<file path="src/rtl/ebs_pkg.sv">
package ebs_pkg;
  typedef enum logic [1:0] {PH_IDLE = 2'd0, PH_T1 = 2'd1, PH_T2 = 2'd2, PH_T3 = 2'd3} bus_phase_t;

  typedef struct packed {
    logic ale_n;
    logic rd_n;
    logic uwr_n;
    logic lwr_n;
  } strobes_t;

  localparam strobes_t STB_IDLE = '{ale_n: 1'b1, rd_n: 1'b1, uwr_n: 1'b1, lwr_n: 1'b1};

  // Strobe levels to take at the falling edge inside a given phase
  function automatic strobes_t strobe_levels(bus_phase_t ph, logic wr, logic [1:0] be);
    strobes_t s;
    logic open_long;
    logic open_short;
    open_long  = (ph == PH_T1) || (ph == PH_T2);
    open_short = (ph == PH_T1);
    s.ale_n = !open_long;
    s.rd_n  = !(open_long && !wr);
    s.lwr_n = !(open_short && wr && be[0]);
    s.uwr_n = !(open_short && wr && be[1]);
    return s;
  endfunction

  // Control level for a given pad index
  function automatic logic pad_ctl_level(int idx, strobes_t s);
    case (idx)
      0: return s.lwr_n;
      1: return s.uwr_n;
      2: return s.rd_n;
      3: return s.ale_n;
      default: return 1'b1;
    endcase
  endfunction
endpackage

</file>
<file path="src/rtl/ebs_seq.sv">
module ebs_seq
  import ebs_pkg::*;
#(
  parameter int AW = 16,
  parameter int BEW = 2
) (
  input  logic           clk,
  input  logic           rst_n,
  input  logic           req_valid,
  input  logic [AW-1:0]  req_addr,
  input  logic           req_write,
  input  logic [BEW-1:0] req_be,
  output logic           ready,
  output logic           accept,
  output bus_phase_t     phase,
  output logic           cur_write,
  output logic [BEW-1:0] cur_be,
  output logic [AW-1:0]  cur_addr
);
  bus_phase_t phase_d;

  assign ready  = (phase == PH_IDLE) || (phase == PH_T3);
  assign accept = ready && req_valid;

  always_comb begin
    case (phase)
      PH_T1:   phase_d = PH_T2;
      PH_T2:   phase_d = PH_T3;
      default: phase_d = accept ? PH_T1 : PH_IDLE;
    endcase
  end

  always_ff @(posedge clk or negedge rst_n) begin
    if (!rst_n) begin
      phase     <= PH_IDLE;
      cur_write <= 1'b0;
      cur_be    <= '0;
      cur_addr  <= '0;
    end else begin
      phase <= phase_d;
      if (accept) begin
        cur_write <= req_write;
        cur_be    <= req_be;
        cur_addr  <= req_addr;
      end
    end
  end
endmodule

</file>
<file path="src/rtl/ebs_strobe.sv">
module ebs_strobe
  import ebs_pkg::*;
(
  input  logic       clk,
  input  logic       rst_n,
  input  bus_phase_t phase,
  input  logic       cur_write,
  input  logic [1:0] cur_be,
  output strobes_t   stb
);
  strobes_t stb_d;

  assign stb_d = strobe_levels(phase, cur_write, cur_be);

  always_ff @(negedge clk or negedge rst_n) begin
    if (!rst_n) stb <= STB_IDLE;
    else        stb <= stb_d;
  end
endmodule

</file>
<file path="src/rtl/ebs_pinmux.sv">
module ebs_pinmux
  import ebs_pkg::*;
#(
  parameter int NPIN = 8
) (
  input  strobes_t        stb,
  input  logic [NPIN-1:0] pin_mode,
  input  logic [NPIN-1:0] pin_dir,
  input  logic [NPIN-1:0] port_wdata,
  input  logic [NPIN-1:0] pad_in,
  output logic [NPIN-1:0] pad_out,
  output logic [NPIN-1:0] pad_oe,
  output logic [NPIN-1:0] port_rdata
);
  for (genvar i = 0; i < NPIN; i++) begin : g_pad
    assign pad_oe[i]     = pin_mode[i] | pin_dir[i];
    assign pad_out[i]    = pin_mode[i] ? pad_ctl_level(i, stb) : port_wdata[i];
    assign port_rdata[i] = pad_oe[i] ? pad_out[i] : pad_in[i];
  end
endmodule

</file>
<file path="src/rtl/ext_bus_strobe.sv">
module ext_bus_strobe
  import ebs_pkg::*;
#(
  parameter int AW = 16,
  parameter int NPIN = 8
) (
  input  logic            clk,
  input  logic            rst_n,
  input  logic            req_valid,
  input  logic [AW-1:0]   req_addr,
  input  logic            req_write,
  input  logic [1:0]      req_be,
  output logic            ready,
  output logic [AW-1:0]   bus_addr,
  output logic            ale_n,
  output logic            rd_n,
  output logic            lwr_n,
  output logic            uwr_n,
  input  logic [NPIN-1:0] pin_mode,
  input  logic [NPIN-1:0] pin_dir,
  input  logic [NPIN-1:0] port_wdata,
  input  logic [NPIN-1:0] pad_in,
  output logic [NPIN-1:0] pad_out,
  output logic [NPIN-1:0] pad_oe,
  output logic [NPIN-1:0] port_rdata
);
  bus_phase_t phase;
  logic       accept;
  logic       cur_write;
  logic [1:0] cur_be;
  strobes_t   stb;

  // Named phase events for the checker
  logic st_idle, st_t1, st_t2, st_t3;
  assign st_idle = (phase == PH_IDLE);
  assign st_t1   = (phase == PH_T1);
  assign st_t2   = (phase == PH_T2);
  assign st_t3   = (phase == PH_T3);

  ebs_seq #(.AW(AW), .BEW(2)) u_seq (
    .clk(clk), .rst_n(rst_n), .req_valid(req_valid), .req_addr(req_addr),
    .req_write(req_write), .req_be(req_be), .ready(ready), .accept(accept),
    .phase(phase), .cur_write(cur_write), .cur_be(cur_be), .cur_addr(bus_addr)
  );

  ebs_strobe u_stb (
    .clk(clk), .rst_n(rst_n), .phase(phase), .cur_write(cur_write),
    .cur_be(cur_be), .stb(stb)
  );

  assign ale_n = stb.ale_n;
  assign rd_n  = stb.rd_n;
  assign lwr_n = stb.lwr_n;
  assign uwr_n = stb.uwr_n;

  ebs_pinmux #(.NPIN(NPIN)) u_pins (
    .stb(stb), .pin_mode(pin_mode), .pin_dir(pin_dir), .port_wdata(port_wdata),
    .pad_in(pad_in), .pad_out(pad_out), .pad_oe(pad_oe), .port_rdata(port_rdata)
  );
endmodule

</file>
<file path="config.mk">
export PLATFORM = sky130hd
export DESIGN_NAME = ext_bus_strobe
export DESIGN_NICKNAME = d
export VERILOG_FILES = /design/src/rtl/ebs_pkg.sv /design/src/rtl/ebs_seq.sv /design/src/rtl/ebs_strobe.sv /design/src/rtl/ebs_pinmux.sv /design/src/rtl/ext_bus_strobe.sv
export SDC_FILE = /design/constraint.sdc
export NUM_CORES = 1
export LEC_CHECK = 0
export ABC_AREA = 1
export BUFFER_PORTS_ARGS = -buffer_cell sky130_fd_sc_hd__clkbuf_2
export CAP_MARGIN = 20
export CORE_MARGIN = 8
export CORE_UTILIZATION = 35
export DETAILED_ROUTE_END_ITERATION = 8
export PLACE_DENSITY = 0.87
export SKIP_LAST_GASP = 1
export SLEW_MARGIN = 20
export SYNTH_ARGS = -nofsm -noshare
export SYNTH_HDL_FRONTEND = slang
export SYNTH_SLANG_ARGS = --single-unit
</file>
<file path="constraint.sdc">
create_clock -name clk -period 1.1 [get_ports clk]
set_input_delay 0.165 -clock clk [delete_from_list [all_inputs] [get_ports clk]]
set_output_delay 0.165 -clock clk [all_outputs]
set_load 0.01 [all_outputs]
</file>
### Word level (Yosys, flattened, before mapping)

Index checks and enable logic that the tools add are counted.

| cells by class | value |
|---|---|
| add/subtract/negate cells | 0 |
| multiply operators | 0 |
| div/mod/pow operators | 0 |
| $lt $le $gt $ge | 0 |
| equal/unequal tests | 3 |
| shift-type cells | 0 |
| multiplexer cells | 18 |
| bitwise gates (word level) | 8 |
| reductions and logical operators | 13 |

Operator list:

| cell | count |
|---|---|
| two-way mux 1 bit | 17 |
| bitwise OR 1 bit | 8 |
| logical AND 1 bit | 5 |
| logical NOT 1 bit | 5 |
| equality test 2 bit (second input constant) | 2 |
| case mux 2 bit (2 select lines) | 1 |
| equality test 2 x 1 -> 1 bit (second input constant) | 1 |
| logical NOT 2 bit | 1 |
| logical OR 1 bit | 2 |

| storage, ports and cells | value |
|---|---|
| register bits | 25 |
| bits in latches | 0 |
| bits in writable memories | 0 |
| memory bits (read-only) | 0 |
| output and inout port bits | 45 |
| logic and storage cells | 50 |
| memories kept | 0 |

### Longest topological paths before layout

| logic depth | value |
|---|---|
| word-level depth | 5 |
| gate-level depth with buffers | 6 |
| mapped depth without buffers | 5 |

### Hierarchy

Synthesis repeated with hierarchy kept, for this count alone.

| unflattened totals | value |
|---|---|
| cell total of the unflattened synthesis | 167 |
| area total of the unflattened synthesis | 1261.2 µm² |

Modules (own cells, without submodules):

| module | instances | cells each | area an instance (µm²) |
|---|---|---|---|
| ebs_seq | 1 | 91 | 839.6 |
| ebs_pinmux | 1 | 64 | 275.3 |
| ebs_strobe | 1 | 12 | 146.4 |

==> flow_metrics.env <==
export IMPL_status="finished with violations"
export IMPL_violations="negative setup slack"
export IMPL_drt_first_pass_iters=4
export IMPL_crit_buf_inv=1
export IMPL_grt_use_total_pct=15.7
export IMPL_cp_top_family="flip-flops"
export IMPL_ctsHtreeMaxLevel=1
export IMPL_start_util_pct=36.7
export IMPL_min_from="req_addr[0]"
export IMPL_worst_hold_path_num_cells=3
export IMPL_cts_buffers=3
export IMPL_dr_first_iter_drc_count=27
export IMPL_rsz0062_at_grt="yes"
export IMPL_diodes=0
export IMPL_path_class="reg -> out"
export IMPL_whs_ps=48.1
export IMPL_drcViolationCount=0
export IMPL_core_area_um2=3360
export IMPL_place_hpwl_um=3280
export IMPL_die_h_um=75.4
export IMPL_crit_path_start_kind="flip-flop"
export IMPL_wl_per_cell_um=14.6
export IMPL_post_route_util_pct=69.4
export IMPL_cts_sinks=25
export IMPL_total_power_mw=6.43
export IMPL_hold_viol_final=0
export IMPL_syn_area_um2=1230
export IMPL_syn_avg_cell_area_um2=7.53
export IMPL_cts_tree="built"
export IMPL_dieArea_um2=5690
export IMPL_rr_endpoint="u_stb.stb[0]"
export IMPL_setup_ws_ps=-845
export IMPL_grt_pass1_vias=1602
export IMPL_worst_path_max_fanout=2
export IMPL_power_density_nw_per_um2=2750
export IMPL_ant_nets=0
export IMPL_antenna_found_initial=0
export IMPL_p_leak_nw=1.34
export IMPL_cp_arrival_ps=1780
export IMPL_vias=1531
export IMPL_rows=21
export IMPL_clk_pin_slew_ps=140
export IMPL_setup_viol=39
export IMPL_peakVddDrop_v=0.00261
export IMPL_clock_skew_ps=55.5
export IMPL_grt_pass1_wl_um=7020
export IMPL_crit_slowest_cell="dfstp_2"
export IMPL_gp_congestion=0.670
export IMPL_cp_num_cells=5
export IMPL_netlist_instances=164
export IMPL_tns_ps=-17920
export IMPL_synth_warnings=0
export IMPL_required_ps=940
export IMPL_worstHoldEndpoint="u_seq.cur_addr[0]"
export IMPL_r2r_start="u_seq.phase[1]"
export IMPL_place_inst=310
export IMPL_fin_nets=342
export IMPL_clockBufferDepth=2
export IMPL_maxCapViolations=0
export IMPL_slew_headroom_pct=82.4
export IMPL_drive_gt1_share_pct=66.3
export IMPL_area_delta_synth_final_pct=89.0
export IMPL_layoutNonFillerInstCount=331
export IMPL_wl_um=4850
export IMPL_grt_max_degree=15
export IMPL_root_buffer="clkbuf_4"
export IMPL_crit_chain="nand2_2 > nand2_2 > nand2_2 > nand2_2 > buf_6"
export IMPL_slowest_delay_ps=530
export IMPL_worstMarginPinSlew_ps=264
export IMPL_regToRegSetupSlack_ps=-410
export IMPL_insertion_delay_ps=380
export IMPL_die_x_um=75.4
export IMPL_synth_net_count=220
export IMPL_grt_overflow=0
export IMPL_hold_class="in -> reg"
export IMPL_io_buffer_count=98
export IMPL_vias_per_cell=4.63
export IMPL_slew_violations=0
export IMPL_layout_common_cells="clkbuf_2 (85), nand2_2 (36), nand2_1 (34), dfrtp_1 (21), inv_1 (20)"
export IMPL_ys_seq_area_share_pct=51.1
export IMPL_final_common_cell="clkbuf_2"
export IMPL_netlist_cell_type_count=11
export IMPL_r2r_cells=5
export IMPL_dpl_instance_area_um2=1830
export IMPL_ys_seq_elements=25
export IMPL_end_kind="output port"
export IMPL_post_place_ws_ps=-478
export IMPL_io_pins=99
export IMPL_cpMostUsedCell="nand2_2"
export IMPL_stdcell_area_um2=2330
==> power breakdown <==
part | leakage (nW) | internal (mW) | switching, mW
sequential | 0.301 | 1.38 | 0.365
clock | 0.0363 | 0.161 | 0.309
combinational | 1.00 | 2.24 | 1.96
total | 1.34 | 3.79 | 2.64
==> kinds of logic (layout without fill, tap and decap cells) <==
group	after synthesis	in the layout	synth area share, %
flops	25	25	51.1
fa+ha+maj	2	2	2.03
simple gates	111	111	37.3
buf+inv	26	147	9.62
==> metal layers <==
layer | track usage (%) | up-vias | part of all wire [%]
li1 | - | 744 | -
met1 | 16.2 | 688 | 37
met2 | 29.1 | 94 | 49
met3 | 6.05 | 5 | 14
met4 | 3.84 | 0 | 0.56
met5 | 0 | - | 0
==> state kept, by name (all words and copies together), names as in the netlist <==
register,cells
u_seq.phase,2
u_stb.stb,4
u_seq.cur_write,1
u_seq.cur_addr,16
u_seq.cur_be,2
==> repair_timing <==
item	4_1_cts	5_1_grt
resized for setup	54	51
setup buffers	11	4
pin swaps	9	6
hold endpoints to repair	21	0
gates cloned	2	0
endpoints found under the setup margin	38	38
hold buffers	1	0
==> worst max path at each step <==
| stage | startpoint | end | slack [ps] |
|---|---|---|---|
| 5_1_grt | u_stb.stb[3] | port_rdata[3] | -920 |
| 3_5_place_dp | u_stb.stb[0] | port_rdata[0] | -480 |
| 3_3_place_gp | u_stb.stb[1] | port_rdata[1] | -460 |
| 6_report | u_stb.stb[3] | port_rdata[3] | -840 |
| 4_1_cts | u_stb.stb[3] | port_rdata[3] | -860 |
| 2_1_floorplan | u_stb.stb[0] | port_rdata[0] | -430 |
==> cells in the mapped netlist <==
cell	count	area share (%)
nand2_1	77	23
nand3_1	25	10
dfrtp_1	21	43
inv_1	20	6.1
or2_2	5	2.5
dfstp_2	4	8.5
nor2_1	4	1.2
buf_4	3	1.8
buf_2	2	0.81
ha_1	2	2.0
buf_6	1	0.91
==> area by class of cell <==
class | instances | area, um^2
Fill cell | 252 | 1030
Inverter | 19 | 73.8
Clock inverter | 4 | 15.0
Sequential cell | 25 | 631
Multi-Input combinational cell | 113 | 722
Timing Repair Buffer | 120 | 808
Clock buffer | 4 | 26.3
Tap cell | 46 | 57.6
==> tightest hold or removal path, stage by stage <==
cell and delay (ps):
clkbuf_2 80, nand3_1 60, nand2_1 50
No activity file was read; power rests on OpenSTA's default activity.
